--- src/rtl/epw_pkg.sv ---
// Shared opcodes and state encodings for the paged EEPROM writer.
// Assumes 8-bit opcodes; wider opcode fields zero-extend these values.
package epw_pkg;
    localparam logic [7:0] EPW_OP_WRITE   = 8'h02;
    localparam logic [7:0] EPW_OP_WREN    = 8'h06;
    localparam logic [7:0] EPW_OP_STATUS  = 8'h05;
    localparam logic [7:0] EPW_OP_HI_ADDR = 8'h08;

    typedef enum logic [2:0] {
        S_IDLE, S_POLL, S_GAP, S_WREN, S_WRCMD, S_WAIT_W, S_DATA, S_WCYC
    } epw_state_e;

    typedef enum logic [1:0] {
        K_POLL, K_WREN, K_WRCMD
    } epw_cmd_e;
endpackage

--- src/rtl/epw_range_check.sv ---
// Request bounds check: the run must start inside the device, hold at least
// one word and end no later than the device's last word.
// Assumes DEV_WORDS fits in 32 bits.
module epw_range_check #(
    parameter int DEV_WORDS = 256,
    parameter int OFF_W     = 10,
    parameter int CNT_W     = 10
) (
    input  logic [OFF_W-1:0] offset_i,
    input  logic [CNT_W-1:0] count_i,
    output logic             ok_o
);
    logic [31:0] off32, cnt32;

    // Widen both operands so the comparisons cannot wrap.
    always_comb begin
        off32 = 32'(offset_i);
        cnt32 = 32'(count_i);
        ok_o  = (off32 < 32'(DEV_WORDS)) && (cnt32 != 32'd0) &&
                (cnt32 <= (32'(DEV_WORDS) - off32));
    end
endmodule

--- src/rtl/epw_shift_engine.sv ---
// SPI mode-0 bit engine. It shifts out the low nbits of dout MSB first and
// samples MISO on each falling SCK edge. Each bit takes HALF_CLKS cycles with
// SCK low (data set up), then HALF_CLKS cycles with SCK high. MOSI rests low.
// Assumes go_i is raised only while the engine is idle.
module epw_shift_engine #(
    parameter int XFER_W    = 16,
    parameter int HALF_CLKS = 1,
    localparam int NB_W     = $clog2(XFER_W + 1)
) (
    input  logic              clk,
    input  logic              rst_n,
    input  logic              go_i,
    input  logic [NB_W-1:0]   nbits_i,
    input  logic [XFER_W-1:0] dout_i,
    input  logic              miso_i,
    output logic              busy_o,
    output logic              fin_o,
    output logic [7:0]        din_o,
    output logic              sck_o,
    output logic              mosi_o
);
    localparam int HT_W = $clog2(HALF_CLKS + 1);

    logic [XFER_W-1:0] sreg, aligned;
    logic [NB_W-1:0]   left;
    logic [HT_W-1:0]   tmr;
    logic              phase_hi;

    // Move the first bit to the top of the shift register.
    assign aligned = dout_i << (NB_W'(XFER_W) - nbits_i);

    // Sequence half-periods, shift out and sample in.
    always_ff @(posedge clk) begin
        if (!rst_n) begin
            busy_o <= 1'b0; fin_o <= 1'b0; sck_o <= 1'b0; mosi_o <= 1'b0;
            sreg <= '0; din_o <= '0; left <= '0; tmr <= '0; phase_hi <= 1'b0;
        end else begin
            fin_o <= 1'b0;
            if (!busy_o) begin
                if (go_i) begin
                    busy_o   <= 1'b1;
                    sreg     <= aligned;
                    mosi_o   <= aligned[XFER_W-1];
                    din_o    <= '0;
                    left     <= nbits_i;
                    tmr      <= '0;
                    phase_hi <= 1'b0;
                end
            end else if (tmr != HT_W'(HALF_CLKS - 1)) begin
                tmr <= tmr + 1'b1;
            end else begin
                tmr <= '0;
                if (!phase_hi) begin
                    sck_o    <= 1'b1;
                    phase_hi <= 1'b1;
                end else begin
                    sck_o    <= 1'b0;
                    phase_hi <= 1'b0;
                    din_o    <= {din_o[6:0], miso_i};
                    left     <= left - 1'b1;
                    if (left == NB_W'(1)) begin
                        busy_o <= 1'b0;
                        fin_o  <= 1'b1;
                        mosi_o <= 1'b0;
                    end else begin
                        sreg   <= sreg << 1;
                        mosi_o <= sreg[XFER_W-2];
                    end
                end
            end
        end
    end

    // the engine rests with SCK and MOSI low between transfers.
    a_r9_idle_quiet: assert property (@(posedge clk) disable iff (!rst_n)
        !busy_o |-> (!sck_o && !mosi_o));
    // a running transfer always has bits left to send.
    a_r9_len_nonzero: assert property (@(posedge clk) disable iff (!rst_n)
        busy_o |-> (left != '0));
endmodule

--- src/rtl/eeprom_page_writer.sv ---
// Paged serial-EEPROM word writer. It checks the request, then runs one burst
// per page: status polling with a retry budget, write-enable, then the write
// opcode with the byte address and the byte-swapped words, then the
// write-cycle wait. Assumes OP_BITS <= 8, OFF_W and CNT_W >= IDX_W, and
// PAGE_BYTES even. Timing counts are in clock cycles.
module eeprom_page_writer
    import epw_pkg::*;
#(
    parameter int DEV_WORDS  = 256,
    parameter int OP_BITS    = 8,
    parameter int ADDR_BITS  = 8,
    parameter int PAGE_BYTES = 16,
    parameter int RETRY_MAX  = 3,
    parameter int WCYC_CLKS  = 20,
    parameter int HALF_CLKS  = 1,
    parameter int OFF_W      = 10,
    parameter int CNT_W      = 10
) (
    input  logic             clk,
    input  logic             rst_n,
    input  logic             start_i,
    input  logic [OFF_W-1:0] offset_i,
    input  logic [CNT_W-1:0] count_i,
    input  logic [15:0]      wdata_i,
    input  logic             wvalid_i,
    output logic             wready_o,
    output logic             spi_cs_n_o,
    output logic             spi_sck_o,
    output logic             spi_mosi_o,
    input  logic             spi_miso_i,
    output logic             done_o,
    output logic             err_o
);
    localparam int PAGE_WORDS = PAGE_BYTES / 2;
    localparam int IDX_W      = $clog2(DEV_WORDS) + 1;
    localparam int BA_W       = IDX_W + 1;
    localparam int CMD_BITS   = OP_BITS + ADDR_BITS;
    localparam int XFER_W     = (CMD_BITS > 16) ? CMD_BITS : 16;
    localparam int NB_W       = $clog2(XFER_W + 1);
    localparam int TRY_W      = $clog2(RETRY_MAX + 1);
    localparam int TMAX       = (WCYC_CLKS > HALF_CLKS) ? WCYC_CLKS : HALF_CLKS;
    localparam int TMR_W      = $clog2(TMAX + 1);
    localparam bit FOLD_HI    = (ADDR_BITS == 8);

    localparam logic [OP_BITS-1:0] OPC_STATUS = OP_BITS'(EPW_OP_STATUS);
    localparam logic [OP_BITS-1:0] OPC_WREN   = OP_BITS'(EPW_OP_WREN);
    localparam logic [OP_BITS-1:0] OPC_WRITE  = OP_BITS'(EPW_OP_WRITE);
    localparam logic [OP_BITS-1:0] OPC_HI     = OP_BITS'(EPW_OP_HI_ADDR);

    epw_state_e        st;
    epw_cmd_e          nxt;
    logic [IDX_W-1:0]  cur, left, cur_nx;
    logic [TRY_W-1:0]  tries;
    logic [TMR_W-1:0]  tmr;
    logic              cs_n_q, go_q, done_q, err_q;
    logic [NB_W-1:0]   go_bits;
    logic [XFER_W-1:0] go_data;
    logic              range_ok, eng_busy, eng_fin, eng_sck, eng_mosi;
    logic [7:0]        eng_din;
    logic [BA_W-1:0]   byte_addr;
    logic              hi_bit, page_end;
    logic [OP_BITS-1:0]  wr_op;
    logic [XFER_W-1:0]   poll_word, wren_word, wrcmd_word, data_word;

    epw_range_check #(.DEV_WORDS(DEV_WORDS), .OFF_W(OFF_W), .CNT_W(CNT_W)) u_range (
        .offset_i(offset_i), .count_i(count_i), .ok_o(range_ok));

    epw_shift_engine #(.XFER_W(XFER_W), .HALF_CLKS(HALF_CLKS)) u_engine (
        .clk(clk), .rst_n(rst_n), .go_i(go_q), .nbits_i(go_bits),
        .dout_i(go_data), .miso_i(spi_miso_i), .busy_o(eng_busy),
        .fin_o(eng_fin), .din_o(eng_din), .sck_o(eng_sck), .mosi_o(eng_mosi));

    // Byte address of the current word and the page-end test after it.
    assign byte_addr = {cur, 1'b0};
    assign cur_nx    = cur + 1'b1;
    assign page_end  = (cur_nx % IDX_W'(PAGE_WORDS)) == '0;

    // Small parts carry the address bit above the field inside the opcode.
    generate
        if (FOLD_HI) begin : g_fold
            assign hi_bit = byte_addr[ADDR_BITS];
        end else begin : g_nofold
            assign hi_bit = 1'b0;
        end
    endgenerate

    // Command words, right-aligned; the engine sends the low bits MSB first.
    always_comb begin
        wr_op      = OPC_WRITE | (hi_bit ? OPC_HI : '0);
        poll_word  = XFER_W'({OPC_STATUS, 8'h00});
        wren_word  = XFER_W'(OPC_WREN);
        wrcmd_word = XFER_W'({wr_op, byte_addr[ADDR_BITS-1:0]});
        data_word  = XFER_W'({wdata_i[7:0], wdata_i[15:8]});
    end

    // Main sequencer: bounds, polling, enable, write frame, write-cycle wait.
    always_ff @(posedge clk) begin
        if (!rst_n) begin
            st <= S_IDLE; nxt <= K_POLL; cur <= '0; left <= '0; tries <= '0;
            tmr <= '0; cs_n_q <= 1'b1; go_q <= 1'b0; done_q <= 1'b0;
            err_q <= 1'b0; go_bits <= '0; go_data <= '0;
        end else begin
            go_q   <= 1'b0;
            done_q <= 1'b0;
            case (st)
                S_IDLE: if (start_i) begin
                    if (!range_ok) begin
                        done_q <= 1'b1;
                        err_q  <= 1'b1;
                    end else begin
                        cur     <= IDX_W'(offset_i);
                        left    <= IDX_W'(count_i);
                        tries   <= '0;
                        err_q   <= 1'b0;
                        cs_n_q  <= 1'b0;
                        go_q    <= 1'b1;
                        go_bits <= NB_W'(OP_BITS + 8);
                        go_data <= poll_word;
                        st      <= S_POLL;
                    end
                end
                S_POLL: if (eng_fin) begin
                    cs_n_q <= 1'b1;
                    tmr    <= '0;
                    if (!eng_din[0]) begin
                        nxt <= K_WREN;
                        st  <= S_GAP;
                    end else if (tries == TRY_W'(RETRY_MAX - 1)) begin
                        done_q <= 1'b1;
                        err_q  <= 1'b1;
                        st     <= S_IDLE;
                    end else begin
                        tries <= tries + 1'b1;
                        nxt   <= K_POLL;
                        st    <= S_GAP;
                    end
                end
                S_GAP: if (tmr == TMR_W'(HALF_CLKS - 1)) begin
                    cs_n_q <= 1'b0;
                    go_q   <= 1'b1;
                    case (nxt)
                        K_POLL: begin
                            go_bits <= NB_W'(OP_BITS + 8); go_data <= poll_word;
                            st <= S_POLL;
                        end
                        K_WREN: begin
                            go_bits <= NB_W'(OP_BITS); go_data <= wren_word;
                            st <= S_WREN;
                        end
                        default: begin
                            go_bits <= NB_W'(CMD_BITS); go_data <= wrcmd_word;
                            st <= S_WRCMD;
                        end
                    endcase
                end else begin
                    tmr <= tmr + 1'b1;
                end
                S_WREN: if (eng_fin) begin
                    cs_n_q <= 1'b1;
                    tmr    <= '0;
                    nxt    <= K_WRCMD;
                    st     <= S_GAP;
                end
                S_WRCMD: if (eng_fin) st <= S_WAIT_W;
                S_WAIT_W: if (wvalid_i) begin
                    go_q    <= 1'b1;
                    go_bits <= NB_W'(16);
                    go_data <= data_word;
                    st      <= S_DATA;
                end
                S_DATA: if (eng_fin) begin
                    cur  <= cur_nx;
                    left <= left - 1'b1;
                    if (left == IDX_W'(1) || page_end) begin
                        cs_n_q <= 1'b1;
                        tmr    <= '0;
                        st     <= S_WCYC;
                    end else begin
                        st <= S_WAIT_W;
                    end
                end
                S_WCYC: if (tmr == TMR_W'(WCYC_CLKS - 1)) begin
                    if (left == '0) begin
                        done_q <= 1'b1;
                        st     <= S_IDLE;
                    end else begin
                        tries   <= '0;
                        cs_n_q  <= 1'b0;
                        go_q    <= 1'b1;
                        go_bits <= NB_W'(OP_BITS + 8);
                        go_data <= poll_word;
                        st      <= S_POLL;
                    end
                end else begin
                    tmr <= tmr + 1'b1;
                end
                default: st <= S_IDLE;
            endcase
        end
    end

    assign wready_o   = (st == S_WAIT_W);
    assign spi_cs_n_o = cs_n_q;
    assign spi_sck_o  = eng_sck;
    assign spi_mosi_o = eng_mosi;
    assign done_o     = done_q;
    assign err_o      = err_q;

    // an out-of-range request ends with done and error on the next cycle.
    a_r1_reject: assert property (@(posedge clk) disable iff (!rst_n)
        (st == S_IDLE && start_i && !range_ok) |=> (done_o && err_o));
    // the poll counter never passes the retry budget.
    a_r3_tries_bounded: assert property (@(posedge clk) disable iff (!rst_n)
        (int'(tries) < RETRY_MAX));
    // SCK pulses only inside a selected frame.
    a_r9_sck_inside_cs: assert property (@(posedge clk) disable iff (!rst_n)
        spi_sck_o |-> !spi_cs_n_o);
    // chip select stays high through the write-cycle wait.
    a_r10_wait_deselected: assert property (@(posedge clk) disable iff (!rst_n)
        (st == S_WCYC) |-> spi_cs_n_o);
    // done lasts a single cycle.
    a_r11_done_pulse: assert property (@(posedge clk) disable iff (!rst_n)
        done_o |=> !done_o);
    // words are taken only inside a selected write frame.
    a_r11_ready_selected: assert property (@(posedge clk) disable iff (!rst_n)
        wready_o |-> (!spi_cs_n_o && !eng_busy));
endmodule

--- config.mk ---
export PLATFORM = sky130hd
export DESIGN_NAME = eeprom_page_writer
export DESIGN_NICKNAME = d
export VERILOG_FILES = /design/src/rtl/epw_pkg.sv /design/src/rtl/epw_range_check.sv /design/src/rtl/epw_shift_engine.sv /design/src/rtl/eeprom_page_writer.sv
export SDC_FILE = /design/constraint.sdc
export NUM_CORES = 1
export LEC_CHECK = 0
export BUFFER_PORTS_ARGS = -buffer_cell sky130_fd_sc_hd__buf_2
export CORE_ASPECT_RATIO = 1.25
export CORE_MARGIN = 2
export CORE_UTILIZATION = 35
export DETAILED_ROUTE_END_ITERATION = 6
export GPL_TIMING_DRIVEN = 0
export PLACE_DENSITY_LB_ADDON = 0.05
export SYNTH_ARGS = -nofsm -noshare
export SYNTH_HDL_FRONTEND = slang
export SYNTH_SLANG_ARGS = --single-unit
--- constraint.sdc ---
create_clock -name clk -period 4.6 [get_ports clk]
set_input_delay 0.23 -clock clk [delete_from_list [all_inputs] [get_ports clk]]
set_output_delay 0.23 -clock clk [all_outputs]
set_load 0.02 [all_outputs]
# Yosys cells after proc, flatten, opt, wreduce, memory -nomap -nowiden
# Index checks and enable logic that the tools add are counted.
dict set report op_classes {
  n_addsub 8
  n_mul 0
  div 0
  magnitude_cmp 2
  eq_ne 33
  shift 1
  muxes 118
  n_bitwise 4
  n_reduce_logical 31
}
# operator count
set op_table {}
lappend op_table {{$mux 16} 6}
lappend op_table {{$mux 5} 16}
lappend op_table {{$mux 15} 5}
lappend op_table {{$pmux 16 s4} 1}
lappend op_table {{$mux 9} 6}
lappend op_table {{$mux 1} 47}
lappend op_table {{$pmux 5 s4} 2}
lappend op_table {{$pmux 9 s2} 2}
lappend op_table {{$le 10x32->1} 1}
lappend op_table {{$mux 2} 14}
lappend op_table {{$ne 2x2->1 const B} 14}
lappend op_table {{$mux 3} 9}
lappend op_table {{$pmux 12 s2} 1}
lappend op_table {{$pmux 3 s8} 1}
lappend op_table {{$logic_not 9->1} 2}
lappend op_table {{$reduce_and 9->1} 2}
lappend op_table {{$shl 16x5->16} 1}
lappend op_table {{$eq 3x3->1 const B} 4}
lappend op_table {{$ne 2x1->1 const B} 6}
lappend op_table {{$reduce_and 4->1} 3}
lappend op_table {{$sub 9x10->11 const A} 1}
lappend op_table {{$lt 10x9->1 const B} 1}
lappend op_table {{$reduce_bool 10->1} 1}
lappend op_table {{$add 9x1->9 const B} 1}
lappend op_table {{other kinds (40)} 50}
dict set report totals {
  reg_bits 82
  latch_bits 0
  ram_bits 0
  romBits 0
  inputBits 41
  elab_cells 218
  mem_count 0
}

# Logic depth before layout (Yosys ltp)
dict set report depth {
  depth_word 6
  mapped_depth 14
  mapped_depth_nobuf 12
}

# By module
# Synthesis repeated with hierarchy kept, for this count alone.
dict set report unflattened {
  cells_unflattened 683
  area_unflattened_um2 5517.8
}
# mod n_inst cells_each area_each_um2 seq_area_each_um2
set modules_own_cells {}
lappend modules_own_cells {eeprom_page_writer 1 364 2906.5 1021.0}
lappend modules_own_cells {epw_shift_engine 1 260 2182.1 660.6}
lappend modules_own_cells {epw_range_check 1 59 429.2 0.0}

# Least setup slack after synthesis
# No wires, ideal clock.
dict set report synth_path {
  path_type {input port to flip-flop}
  start {input offset_i[0]}
  end {register cs_n_q, in the netlist spi_cs_n_o}
  t_arrival_ns 2.888
  required_time_ns 4.480
  setup_slack_ns 1.593
  cell_stages 12
  path_cell_list {inv_1 > ha_1 > or4b_4 > nor2_1 > xor2_1 > ha_1 > nand4_1 > nor2_1 > a221oi_2 > o21ai_2 > a211o_1 > a211o_1}
}
dict set report synth_via {
  elab_chain_cells 5
  word_cells_on_any_way 7
  cone_classes {add/sub: 1; order compare: 2; eq/ne: 1; reduce/logical: 3}
}
# element line_no
set synth_lines {}
lappend synth_lines {{start, declared} eeprom_page_writer.sv:22} ;# input logic [OFF_W-1:0] offset_i,
lappend synth_lines {{$sub 9x10->11 or $lt 10x9->1 (tied branches)} {epw_range_check.sv:20, epw_range_check.sv:19}}
lappend synth_lines {{$le 10x32->1 or $logic_and 1x1->1 (tied branches)} {epw_range_check.sv:20, epw_range_check.sv:19}}
lappend synth_lines {{$logic_and 1x1->1 *} epw_range_check.sv:19} ;# ok_o = (off32 < 32'(DEV_WORDS)) && (cnt32 != 32'd0) &&
lappend synth_lines {{$ne 2x2->1 (no line) *} -}
lappend synth_lines {{$reduce_and 9->1 (no line) *} -}
lappend synth_lines {{end signal, assigned} eeprom_page_writer.sv:100} ;# tmr <= '0; cs_n_q <= 1'b1; go_q <= 1'b0; done_q <= 1'b0;
lappend synth_lines {{end signal, assigned} eeprom_page_writer.sv:115} ;# cs_n_q <= 1'b0;
lappend synth_lines {{end signal, assigned} eeprom_page_writer.sv:123} ;# cs_n_q <= 1'b1;
lappend synth_lines {{end, declared} eeprom_page_writer.sv:55} ;# logic cs_n_q, go_q, done_q, err_q;
# Mark *: on every way between the ends. The rest lies on a longest branch, timed or not.
# A chain may end at the register's enable or synchronous reset.

# Worst setup path after layout
dict set report layout_path {
  start {input offset_i[0]}
  end {register go_data[0]}
}
dict set report layout_via {
  elab_chain_cells 5
  word_cells_on_any_way 7
  cone_classes {add/sub: 1; order compare: 2; eq/ne: 1; reduce/logical: 3}
}
# element line_no
set layout_lines {}
lappend layout_lines {{$sub 9x10->11 or $lt 10x9->1 (tied branches)} {epw_range_check.sv:20, epw_range_check.sv:19}}
lappend layout_lines {{$le 10x32->1 or $logic_and 1x1->1 (tied branches)} {epw_range_check.sv:20, epw_range_check.sv:19}}
lappend layout_lines {{$logic_and 1x1->1 *} epw_range_check.sv:19}
lappend layout_lines {{$ne 2x2->1 (no line) *} -}
lappend layout_lines {{$reduce_and 7->1 (no line) *} -}
lappend layout_lines {{end signal, assigned} eeprom_page_writer.sv:118} ;# go_data <= poll_word;
lappend layout_lines {{end signal, assigned} eeprom_page_writer.sv:143} ;# go_bits <= NB_W'(OP_BITS + 8); go_data <= poll_word;
lappend layout_lines {{end signal, assigned} eeprom_page_writer.sv:147} ;# go_bits <= NB_W'(OP_BITS); go_data <= wren_word;
lappend layout_lines {{end, declared} eeprom_page_writer.sv:57} ;# logic [XFER_W-1:0] go_data;
# Marks and branches as above.

==> summary.md <==
| Metric | Value |
|---|---|
| Origin of the worst setup path | offset_i[0] |
| CTS root buf | clkbuf_16 |
| Gpl congestion | 0.892 |
| Critical path's top delay family | compound AO/OA/AOI/OAI gates |
| CTS Buf Count | 9 |
| Final WS setup | 1200 ps |
| Yosys warns | 0 |
| Non-Filler Instances | 826 |
| Area of the mapped netlist | 4800 um^2 |
| Critical Path Sink Type | flop |
| Fin Setup TNS | 0 ps |
| Critical Path Source Type | input port |
| Final Cell Area | 5570 um^2 |
| Critical path class | input port to flop |
| Clk Latency, worst-skew pair | 350 ps |
| Hold WC Path Type | input port to flop |
| Hold Vio Cnt, Final | 0 |
| R2r setup slk | 1780 ps |
| Number of H-tree levels | 3 |
| Layout cells sized above 1 | 14.0% |
| Area leader, netlist | dfxtp_1 |
| Placed wire-length estimate | 12000 um |
| Placed instance area | 5240 um^2 |
| Crit path max fanout | 10 |
| Slew @ Worst Pin | 818 ps |
| Final ANT Viol Nets | 0 |
| VDD IR max | 0.163 mV |
| Worst-path cell chain | buf_2, inv_1, ha_1, or4b_4, nor2_1, xor2_1, ha_1, nand4_1, nor2_1, a221oi_2, o21ai_2, a21oi_4, buf_6, mux2i_1 |
| Detailed Route WL | 15600 um |
| Area growth syn-to-layout | 15.9% |
| Final Max Slew Viols | 0 |
| CTS tree | built |
| Vias per cell | 5.78 |
| Hold Path Stages | 3 |
| Post-synthesis net count | 655 |
| GRT Resource Usage Total | 21.9% |
| Fmax | 294 MHz |
| Number of global-route vias before repair | 4596 |
| Row count | 47 |
| Final Cycle Share | 74.0% |
| Cell count after synthesis | 594 |
| Core Area | 13300 um^2 |
| Worst Path Required | 4870 ps |
| Register bit total from synthesis | 77 |
| DR DRC count | 0 |
| Worst path slowest cell | a221oi_2 |
| RSZ-0062 raised after global routing | no |
| Filler instances | 1399 |
| Hold Crit Endpoint | u_engine.din_o[0] |
| Synth top area cells | dfxtp_1 32%, ha_1 5.2%, nand2_1 5.2% |
| Worst R2R Start | left[0] |
| Pre-antenna DRT Iters | 5 |
| Gr ovfl total | 0 |
| Maxcap violations | 0 |
| P per Cell Area | 326 nW/um^2 |
| Initial Utilization | 36.0% |
| WP data arrival | 3670 ps |
| Die Height | 135 um |
| Largest net degree at the start of global routing | 14 |
| CTS clk-pin slew, worst paths | 60 ps |
| Ant diodes | 0 |
| FF-to-FF End | go_data[7] |
| Critical Path Max Stage Delay | 550 ps |
| Nets@finish | 711 |
| Port bufs | 45 |
| First-pass GRT wire length | 24500 um |
| EDFF count, synth | 0 |
| Ys flop type | dfxtp_1 |
| Pre-CTS setup slack | 842 ps |
| Post-CTS resize count | 0 |
| Final setup vio count | 0 |
| Synth top area share | 32.1% |
| Worst Clk Skew | 8.47 ps |
| Via count | 4775 |
| Clock buffer depth | 2 |
| Post CTS Setup Buffer Count | 0 |
| Worst Path Buf+Inv | 3 |
| Initial antenna violation count | 0 |
| Post-synth cell types | 73 |
| First DRT Iteration DRCs | 328 |
| Status | finished, final reports clean |
| Reg2reg path depth | 9 |
| Fin crit period | 3400 ps |
| Sink Count | 77 |
| Leakage | 0.00210 uW |
| Wirelength per Cell | 18.9 um |
| Asr flop ratio synth | 0% |
| Sequential-to-total area share from yosys stat | 32.1% |
| Hold_sp | spi_miso_i |
| Syn Area/Cell | 8.09 um^2 |
| Die width | 109 um |
| Boundary Pins | 47 |
| Worst slew margin | 44.7% |
| CTS Hold Bufs | 0 |
| Die area | 14700 um^2 |
| Placed insts | 810 |
kinds of logic (layout without fill, tap and decap cells):
family          count (synthesis)  in the layout  synth area share (%)
simple gates                  221            221                  23.2
fa+ha+maj                      20             20                  5.21
mux                            19             19                  3.98
buf+inv                        61            122                  5.44
xor+xnor                        7              7                  1.28
compound gates                189            189                  28.9
flops                          77             77                  32.1
tightest hold or removal path: stages:
cell and delay (ps):
buf_2 80, a22oi_1 60, nor2_1 80
cells in the mapped netlist (all sizes together) (18+ instances only):
library cell and number:
nand2 66, a21oi 27, nand3 21, ha 20
o21ai 45, nor2 52, inv 18, o211ai 25
clkbuf 33, mux2i 18, dfxtp 77, o31ai 18
per-stage QoR:
| stage | utilization (%) | hold slack [ps] | power [uW] |
|---|---|---|---|
| after floorplan | - | 384 | 936 |
| after global placement | 39.3 | 444 | 1040 |
| after detailed placement | 39.3 | 446 | 1040 |
| after CTS | 41.7 | 149 | 1830 |
| after global routing | 41.7 | 171 | 1890 |
| final | 41.7 | 146 | 1820 |
area by class of cell:
type	instances	area (um^2)	share of cell area [%]
multi-input cells	456	3000	53.9
repair buffers	45	225	4.04
clock inverters	6	86.3	1.55
inverters	19	71.3	1.28
well taps	171	214	3.84
clock buffers	10	239	4.29
plain buffers	42	190	3.41
flip-flops and latches	77	1540	27.7
routing by layer:
metal,wire length [um],vias up,global-route usage [%]
met2,7700,158,38.3
met5,0,-,0
li1,-,2339,-
met4,467,0,9.12
met3,729,36,2.85
met1,6700,2242,26.7
flip-flops by register name (all words and copies together), names as in the netlist, 2 cells and up:
register and flops:
go_data 16, u_engine.sreg 15, left 9, cur 8
tmr 5, u_engine.left 5, st 3, go_bits 2
nxt 2, tries 2
worst max-delay path by stage:
stage,endpoint,slack [ps],depth (start not counted)
floorplan,spi_cs_n_o,1590,12
global placement,go_data[12],930,14
detailed placement,go_data[0],840,14
CTS,go_data[0],1180,14
global route,go_data[0],990,14
finish,go_data[0],1200,14
cells in the final DEF, fill, tap and decap left out, drive strengths merged, types with 4 or more instances in the layout:
master  Yosys  layout
mux2i      18      18
clkbuf     33      43
nor4        7       7
o31ai      18      18
nor2       52      52
nor3       14      14
a31oi       6       6
a21o        4       4
inv        18      18
a221oi      4       4
buf         9      54
a21oi      27      27
and2        4       4
o21ai      45      45
nand3      21      21
nor2b       4       4
nand2      66      66
o211ai     25      25
or3         4       4
a22oi      17      17
dfxtp      77      77
and3        9       9
o211a      10      10
xor2        5       5
ha         20      20
nand4      17      17
a211oi      9       9
clkinv      1       4
nand2b      4       4
power breakdown:
group / total [uW] / switching [uW] / internal (uW) / leakage [uW]
logic: 298 / 187 / 111 / 0.00132
clock network: 789 / 300 / 489 / 0.000158
registers: 732 / 31.7 / 700 / 0.000625
total: 1820 / 518 / 1300 / 0.00210
No activity file was read; power rests on OpenSTA's default activity.
